[src/rtl/srl_pkg.sv]
package srl_pkg;

  // Key value that must occupy the top byte of a control write
  localparam logic [7:0] CTRL_KEY = 8'h88;

  // Register byte offsets
  localparam logic [7:0] OFS_CTRL = 8'h08;
  localparam logic [7:0] OFS_GATE = 8'h0C;

  // Decoded write strobes for one bus cycle
  typedef struct packed {
    logic ctrl_wr;
    logic gate_wr;
  } wr_dec_t;

endpackage

[src/rtl/srl_wr_decode.sv]
module srl_wr_decode
  import srl_pkg::*;
#(
  parameter int ADDR_W = 8,
  parameter int DATA_W = 32
) (
  input  logic              wr_en,
  input  logic [ADDR_W-1:0] addr,
  input  logic [7:0]        key_byte,
  output wr_dec_t           dec
);

  logic hit_ctrl;
  logic hit_gate;
  logic key_ok;

  always_comb begin
    hit_ctrl    = (addr == ADDR_W'(OFS_CTRL));
    hit_gate    = (addr == ADDR_W'(OFS_GATE));
    key_ok      = (key_byte == CTRL_KEY);
    dec.ctrl_wr = wr_en && hit_ctrl && key_ok;
    dec.gate_wr = wr_en && hit_gate;
  end

endmodule

[src/rtl/srl_line_cell.sv]
module srl_line_cell #(
  parameter bit HAS_GATE = 1'b1
) (
  input  logic clk,
  input  logic rst_n,
  input  logic ctrl_wr,
  input  logic gate_wr,
  input  logic ctrl_in,
  input  logic gate_in,
  output logic ctrl_q,
  output logic gate_q,
  output logic line_q
);

  logic ctrl_d;
  logic gate_d;
  logic gate_eff_d;
  logic line_d;

  // Next-state logic
  always_comb begin
    ctrl_d = ctrl_wr ? ctrl_in : ctrl_q;
  end

  generate
    if (HAS_GATE) begin : g_gate
      logic gate_r;
      always_comb begin
        gate_d     = gate_wr ? gate_in : gate_r;
        gate_eff_d = gate_d;
      end
      always_ff @(posedge clk or negedge rst_n) begin
        if (!rst_n) begin
          gate_r <= 1'b0;
        end else if (gate_wr) begin
          gate_r <= gate_d;
        end
      end
      assign gate_q = gate_r;
    end else begin : g_nogate
      always_comb begin
        gate_d     = 1'b0;
        gate_eff_d = 1'b1;
      end
      assign gate_q = gate_d;
    end
  endgenerate

  always_comb begin
    line_d = ctrl_d & gate_eff_d;
  end

  // Control register with explicit clock enable
  always_ff @(posedge clk or negedge rst_n) begin
    if (!rst_n) begin
      ctrl_q <= 1'b0;
    end else if (ctrl_wr) begin
      ctrl_q <= ctrl_d;
    end
  end

  // Output flop: updates whenever either source register may change
  always_ff @(posedge clk or negedge rst_n) begin
    if (!rst_n) begin
      line_q <= 1'b0;
    end else if (ctrl_wr || gate_wr) begin
      line_q <= line_d;
    end
  end

endmodule

[src/rtl/srl_line_bank.sv]
module srl_line_bank
  import srl_pkg::*;
#(
  parameter int N_LINES  = 24,
  parameter bit HAS_GATE = 1'b1
) (
  input  logic               clk,
  input  logic               rst_n,
  input  wr_dec_t            dec,
  input  logic [N_LINES-1:0] wbits,
  output logic [N_LINES-1:0] ctrl_bits,
  output logic [N_LINES-1:0] gate_bits,
  output logic [N_LINES-1:0] lines
);

  genvar i;
  generate
    for (i = 0; i < N_LINES; i++) begin : g_line
      srl_line_cell #(
        .HAS_GATE(HAS_GATE)
      ) cell_i (
        .clk    (clk),
        .rst_n  (rst_n),
        .ctrl_wr(dec.ctrl_wr),
        .gate_wr(dec.gate_wr),
        .ctrl_in(wbits[i]),
        .gate_in(wbits[i]),
        .ctrl_q (ctrl_bits[i]),
        .gate_q (gate_bits[i]),
        .line_q (lines[i])
      );
    end
  endgenerate

endmodule

[src/rtl/srl_readback.sv]
module srl_readback
  import srl_pkg::*;
#(
  parameter int N_LINES = 24,
  parameter int ADDR_W  = 8,
  parameter int DATA_W  = 32
) (
  input  logic [ADDR_W-1:0]  addr,
  input  logic [N_LINES-1:0] ctrl_bits,
  input  logic [N_LINES-1:0] gate_bits,
  output logic [DATA_W-1:0]  rdata
);

  always_comb begin
    rdata = '0;
    if (addr == ADDR_W'(OFS_CTRL)) begin
      rdata = DATA_W'(ctrl_bits);
    end else if (addr == ADDR_W'(OFS_GATE)) begin
      rdata = DATA_W'(gate_bits);
    end
  end

endmodule

[src/rtl/srl_keyed_reset_ctrl.sv]
module srl_keyed_reset_ctrl
  import srl_pkg::*;
#(
  parameter int N_LINES  = 24,
  parameter bit HAS_GATE = 1'b1,
  parameter int ADDR_W   = 8,
  parameter int DATA_W   = 32
) (
  input  logic               clk,
  input  logic               rst_n,
  input  logic               wr_en,
  input  logic [ADDR_W-1:0]  addr,
  input  logic [DATA_W-1:0]  wdata,
  output logic [DATA_W-1:0]  rdata,
  output logic [N_LINES-1:0] rst_lines
);

  localparam int KEY_LSB = DATA_W - 8;

  wr_dec_t            dec;
  logic [N_LINES-1:0] ctrl_bits;
  logic [N_LINES-1:0] gate_bits;

  srl_wr_decode #(
    .ADDR_W(ADDR_W),
    .DATA_W(DATA_W)
  ) dec_i (
    .wr_en   (wr_en),
    .addr    (addr),
    .key_byte(wdata[KEY_LSB +: 8]),
    .dec     (dec)
  );

  srl_line_bank #(
    .N_LINES (N_LINES),
    .HAS_GATE(HAS_GATE)
  ) bank_i (
    .clk      (clk),
    .rst_n    (rst_n),
    .dec      (dec),
    .wbits    (wdata[N_LINES-1:0]),
    .ctrl_bits(ctrl_bits),
    .gate_bits(gate_bits),
    .lines    (rst_lines)
  );

  srl_readback #(
    .N_LINES(N_LINES),
    .ADDR_W (ADDR_W),
    .DATA_W (DATA_W)
  ) rb_i (
    .addr     (addr),
    .ctrl_bits(ctrl_bits),
    .gate_bits(gate_bits),
    .rdata    (rdata)
  );

endmodule

[config.mk]
export PLATFORM = sky130hd
export DESIGN_NAME = srl_keyed_reset_ctrl
export DESIGN_NICKNAME = d
export VERILOG_FILES = /design/src/rtl/srl_pkg.sv /design/src/rtl/srl_wr_decode.sv /design/src/rtl/srl_line_cell.sv /design/src/rtl/srl_line_bank.sv /design/src/rtl/srl_readback.sv /design/src/rtl/srl_keyed_reset_ctrl.sv
export SDC_FILE = /design/constraint.sdc
export NUM_CORES = 1
export LEC_CHECK = 0
export ABC_AREA = 1
export BUFFER_PORTS_ARGS = -buffer_cell sky130_fd_sc_hd__buf_2
export CELL_PAD_IN_SITES_DETAIL_PLACEMENT = 0
export CELL_PAD_IN_SITES_GLOBAL_PLACEMENT = 1
export CORE_MARGIN = 2
export CORE_UTILIZATION = 38
export DETAILED_ROUTE_END_ITERATION = 16
export PLACE_DENSITY_LB_ADDON = 0.1
export SETUP_SLACK_MARGIN = 0.02
export SLEW_MARGIN = 20
export SYNTH_ARGS = -nofsm -noshare
export SYNTH_HDL_FRONTEND = slang
export SYNTH_SLANG_ARGS = --single-unit
[constraint.sdc]
create_clock -name clk -period 1.82 [get_ports clk]
set_clock_uncertainty 0.2 [all_clocks]
set_input_delay 0.273 -clock clk [delete_from_list [all_inputs] [get_ports clk]]
set_output_delay 0.273 -clock clk [all_outputs]
set_load 0.05 [all_outputs]
Yosys cells after proc, flatten, opt, wreduce, memory -nomap -nowiden. Index checks and enable logic that the tools add are counted.

Memory bits (writable): 0. Memories: 0. Latch bits: 0. Logic and storage cells: 153. Bits of input ports: 43. Flip-flop bits (word level): 72. ROM bits: 0.

Shift operators: 0. $add $sub $neg: 0. Muxes and demuxes: 50. Bitwise gates (word level): 24. Div/mod/pow operators: 0. $mul: 0. Magnitude comparators: 0. Equal/unequal tests: 3. Reduce and logical (&&, ||, !) cells: 4.

Operator list (count): $mux W1 (48); $mux W32 (1); $and A1 B1 Y1 (24); $mux W24 (1); $eq A8 B4 Y1 const B (2); $eq A8 B8 Y1 const B (1); $logic_and A1 B1 Y1 (3); $logic_or A1 B1 Y1 (1).

Longest topological paths before layout.
Depth in word-level cells: 5. Depth in mapped cells: 11.

Hierarchy. A second synthesis with hierarchy kept.

Cells, all modules: 492. Area, all modules: 3990.1 um^2.

By module, submodules not included: srl_line_cell (area each 135.1 um^2, seq. area each 75.1 um^2, times used 24, cells an instance 15); srl_readback (area each 639.4 um^2, seq. area each 0.0 um^2, times used 1, cells an instance 105); srl_wr_decode (area each 107.6 um^2, seq. area each 0.0 um^2, times used 1, cells an instance 27).

Least setup slack after synthesis. Ideal clock, no wire load.

Path type: in2out. Start point: input port addr[5]. End point: output port rdata[0]. Arrival time: 1.875 ns. Stages: 4. Slack: -0.528 ns. Cell sequence: nor2_4 > nand4_1 > clkbuf_1 > o21ai_0.

Word-level cells in the longest chain between the ends: 3.

RTL lines: from (decl) (RTL line srl_keyed_reset_ctrl.sv:12) `input logic [ADDR_W-1:0] addr,`; $eq A8 B4 Y1 (RTL line srl_readback.sv:18) `end else if (addr == ADDR_W'(OFS_GATE)) begin`; $mux W24 (RTL line srl_readback.sv:18); $mux W32 * (RTL line srl_readback.sv:16) `if (addr == ADDR_W'(OFS_CTRL)) begin`; to (decl) (RTL line srl_keyed_reset_ctrl.sv:14) `output logic [DATA_W-1:0] rdata,`.

Every way passes the cells marked *; elsewhere a longest branch is shown, timed or not.

Worst setup path after layout.
Start point: input port addr[0]. End point: output port rdata[8].

Same word-level chain as after synthesis.

==> results.sh <==
export IMPL_avgViaCountPerCell=4.47
export IMPL_area_growth_synth_to_final_pct=39.2
export IMPL_critPathSlowestCell="buf_6"
export IMPL_track_usage_pct=18.8
export IMPL_whs_ps=215
export IMPL_drtAntennaViolNets=0
export IMPL_rsz0062_at_grt="true"
export IMPL_clock_fmax_mhz=557
export IMPL_first_pass_iters=4
export IMPL_multi_input_area_um2=1650
export IMPL_path_cells="buf_6 -> nor2_4 -> nand3_2 -> nor2_4 -> buf_12 -> clkbuf_16 -> nand2_4 -> o21ai_4 -> buf_6"
export IMPL_final_cell_mix="nand2_1, dfrtp_1, buf_2, inv_1, nor2_1"
export IMPL_finalSetupViolations=0
export IMPL_clockBufferDepth=2
export IMPL_layout_commonest_cell="nand2_1"
export IMPL_max_stage_delay_ps=180
export IMPL_hpwl_mm=6.65
export IMPL_finalCritPeriodShare_pct=98.6
export IMPL_wirelength_mm=10.2
export IMPL_drive_gt1_share_pct=32.1
export IMPL_place_gp_congestion=0.749
export IMPL_critical_path_top_delay_family="buffers and inverters"
export IMPL_hold_viol=0
export IMPL_netlist_instances=497
export IMPL_utilization_pct=54.2
export IMPL_drc=0
export IMPL_grt_pass1_vias=3191
export IMPL_antenna_found_initial=0
export IMPL_crit_path_max_fanout=6
export IMPL_hold_class="in -> async"
export IMPL_ys_types=20
export IMPL_num_nets_final=650
export IMPL_initial_core_util_pct=38.9
export IMPL_ys_warn_count=0
export IMPL_cts_root_buf="clkbuf_8"
export IMPL_seqCellArea_um2=1800
export IMPL_fp_dieW_um=104
export IMPL_ios=99
export IMPL_diodes=0
export IMPL_tritoncts="built"
export IMPL_worst_setup_path_end_kind="primary output"
export IMPL_n_fill_cell=966
export IMPL_crit_required_ps=1350
export IMPL_critPathBufInv=4
export IMPL_synth_area_um2=3790
export IMPL_die_y_um=104
export IMPL_fin_crit_ps=1790
export IMPL_grt_pass1_wl_mm=16.1
export IMPL_syn_avg_cell_area_um2=7.62
export IMPL_wl_per_cell_um=13.7
export IMPL_rows=36
export IMPL_vias=3323
export IMPL_powerDensity_nw_per_um2=667
export IMPL_arrival_ps=1320
export IMPL_status="finished, final reports clean"
export IMPL_overflow=0
export IMPL_core_um2=9730
export IMPL_ys_ff_latch=72
export IMPL_path_clk_slew_ps=90
export IMPL_clkLatencyLatePin_ps=350
export IMPL_pre_cts_slack_ps=-75.8
export IMPL_grt_max_degree=32
export IMPL_clock_sinks=72
export IMPL_cts_htree_levels=3
export IMPL_critical_path_class="in -> out"
export IMPL_maxCapViolCount=0
export IMPL_vdd_ir_drop_max_v=0.000453
export IMPL_floorplan_die_area_um2=10800
export IMPL_fin_ws_ps=25.5
export IMPL_io_buffers=90
export IMPL_p_leak_nw=3.09
export IMPL_cts_made_buffers=9
export IMPL_drt_iter0_markers=158
export IMPL_drv_slew=0
export IMPL_ys_seq_area_share_pct=47.6
export IMPL_crit_path_start_kind="primary input"
flip-flops by register name, indices dropped and copies added (netlist names):
| signal | cells |
|---|---|
| bank_i.g_line.cell_i.line_q | 24 |
| bank_i.g_line.cell_i.ctrl_q | 24 |
| bank_i.g_line.cell_i.gate_q | 24 |
through the flow:
| step | cell area, um^2 | power, mW | TNS, ps | std cells |
|---|---|---|---|---|
| 6_report | 5270 | 3.51 | 0 | 744 |
| 5_1_grt | 5270 | 3.66 | -83.3 | 744 |
| 4_1_cts | 4850 | 3.54 | 0 | 737 |
| 3_5_place_dp | 4280 | 1.91 | -588 | 697 |
| 3_3_place_gp | 4280 | 1.91 | -596 | 697 |
| 2_1_floorplan | 3810 | 1.80 | -4510 | 504 |
area by class of cell:
class,instances,area share (%)
flip-flops and latches,72,34.2
multi-input cells,322,31.3
repair buffers,144,22.7
inverters,58,4.13
well taps,133,3.16
clock buffers,10,2.61
clock inverters,5,1.97
routing by layer:
| metal | vias up | part of all wire, % | GRT usage (%) | wire, um |
|---|---|---|---|---|
| met3 | 6 | 6.8 | 5.29 | 697 |
| met4 | 0 | 0.75 | 4.05 | 77 |
| met1 | 1557 | 46 | 25.5 | 4670 |
| met2 | 92 | 47 | 30.1 | 4780 |
| met5 | - | 0 | 0 | 0 |
| li1 | 1668 | - | - | - |
worst reg2reg max path, stage by stage, from the launching register on:
cell and delay (ps):
dfrtp_1 370, inv_1 110, nand2_1 70, nand2_1 80
nor2_1 50, nand2_1 60, nand2_1 50
path summary, 6_finish.rpt:
check	from	endpoint	slack [ps]	depth (start not counted)
max	addr[0]	rdata[8]	30	9
min	rst_n	bank_i.g_line[18].cell_i.ctrl_q	220	2
max reg2reg	bank_i.g_line[8].cell_i.gate_q	bank_i.g_line[8].cell_i.line_q	730	6
min reg2reg	bank_i.g_line[5].cell_i.line_q	bank_i.g_line[5].cell_i.line_q	280	2
max in group asynchronous	rst_n	bank_i.g_line[12].cell_i.line_q	650	3
min in group clk	wr_en	bank_i.g_line[15].cell_i.line_q	220	6
power breakdown:
part	internal, mW	total, mW	leakage (nW)	switching [mW]
Combinational	0.120	0.307	2.08	0.187
Sequential	1.62	1.63	0.888	0.00622
Clock	0.944	1.58	0.123	0.634
cells by family (layout without fill, tap and decap cells):
group | after synthesis | after routing | share of synthesized area (%)
buffers and inverters | 110 | 217 | 15.7
other | 1 | 8 | 0.0990
AOI/OAI and AO/OA | 24 | 24 | 3.17
and+or+nand+nor | 290 | 290 | 33.5
DFF | 72 | 72 | 47.6
cell usage after synthesis, drive strengths merged:
cell    count  area (um^2)
buf        47          358
clkbuf      5         18.8
conb        1         3.75
dfrtp      72         1800
inv        58          218
nand2     223          852
nand3       4         25.0
nand3b     24          180
nand4       2         12.5
nor2       37          198
o21ai      24          120
what timing repair did:
item                                    4_1_cts  5_1_grt
pin swaps                                     0        5
hold buffers                                 25        0
endpoints found under the setup margin       24       24
resized for setup                            30       86
gates cloned                                  0        3
buffers inserted                              0        4
endpoints found under the hold margin        53        0
(Power assumes the default switching activity.)
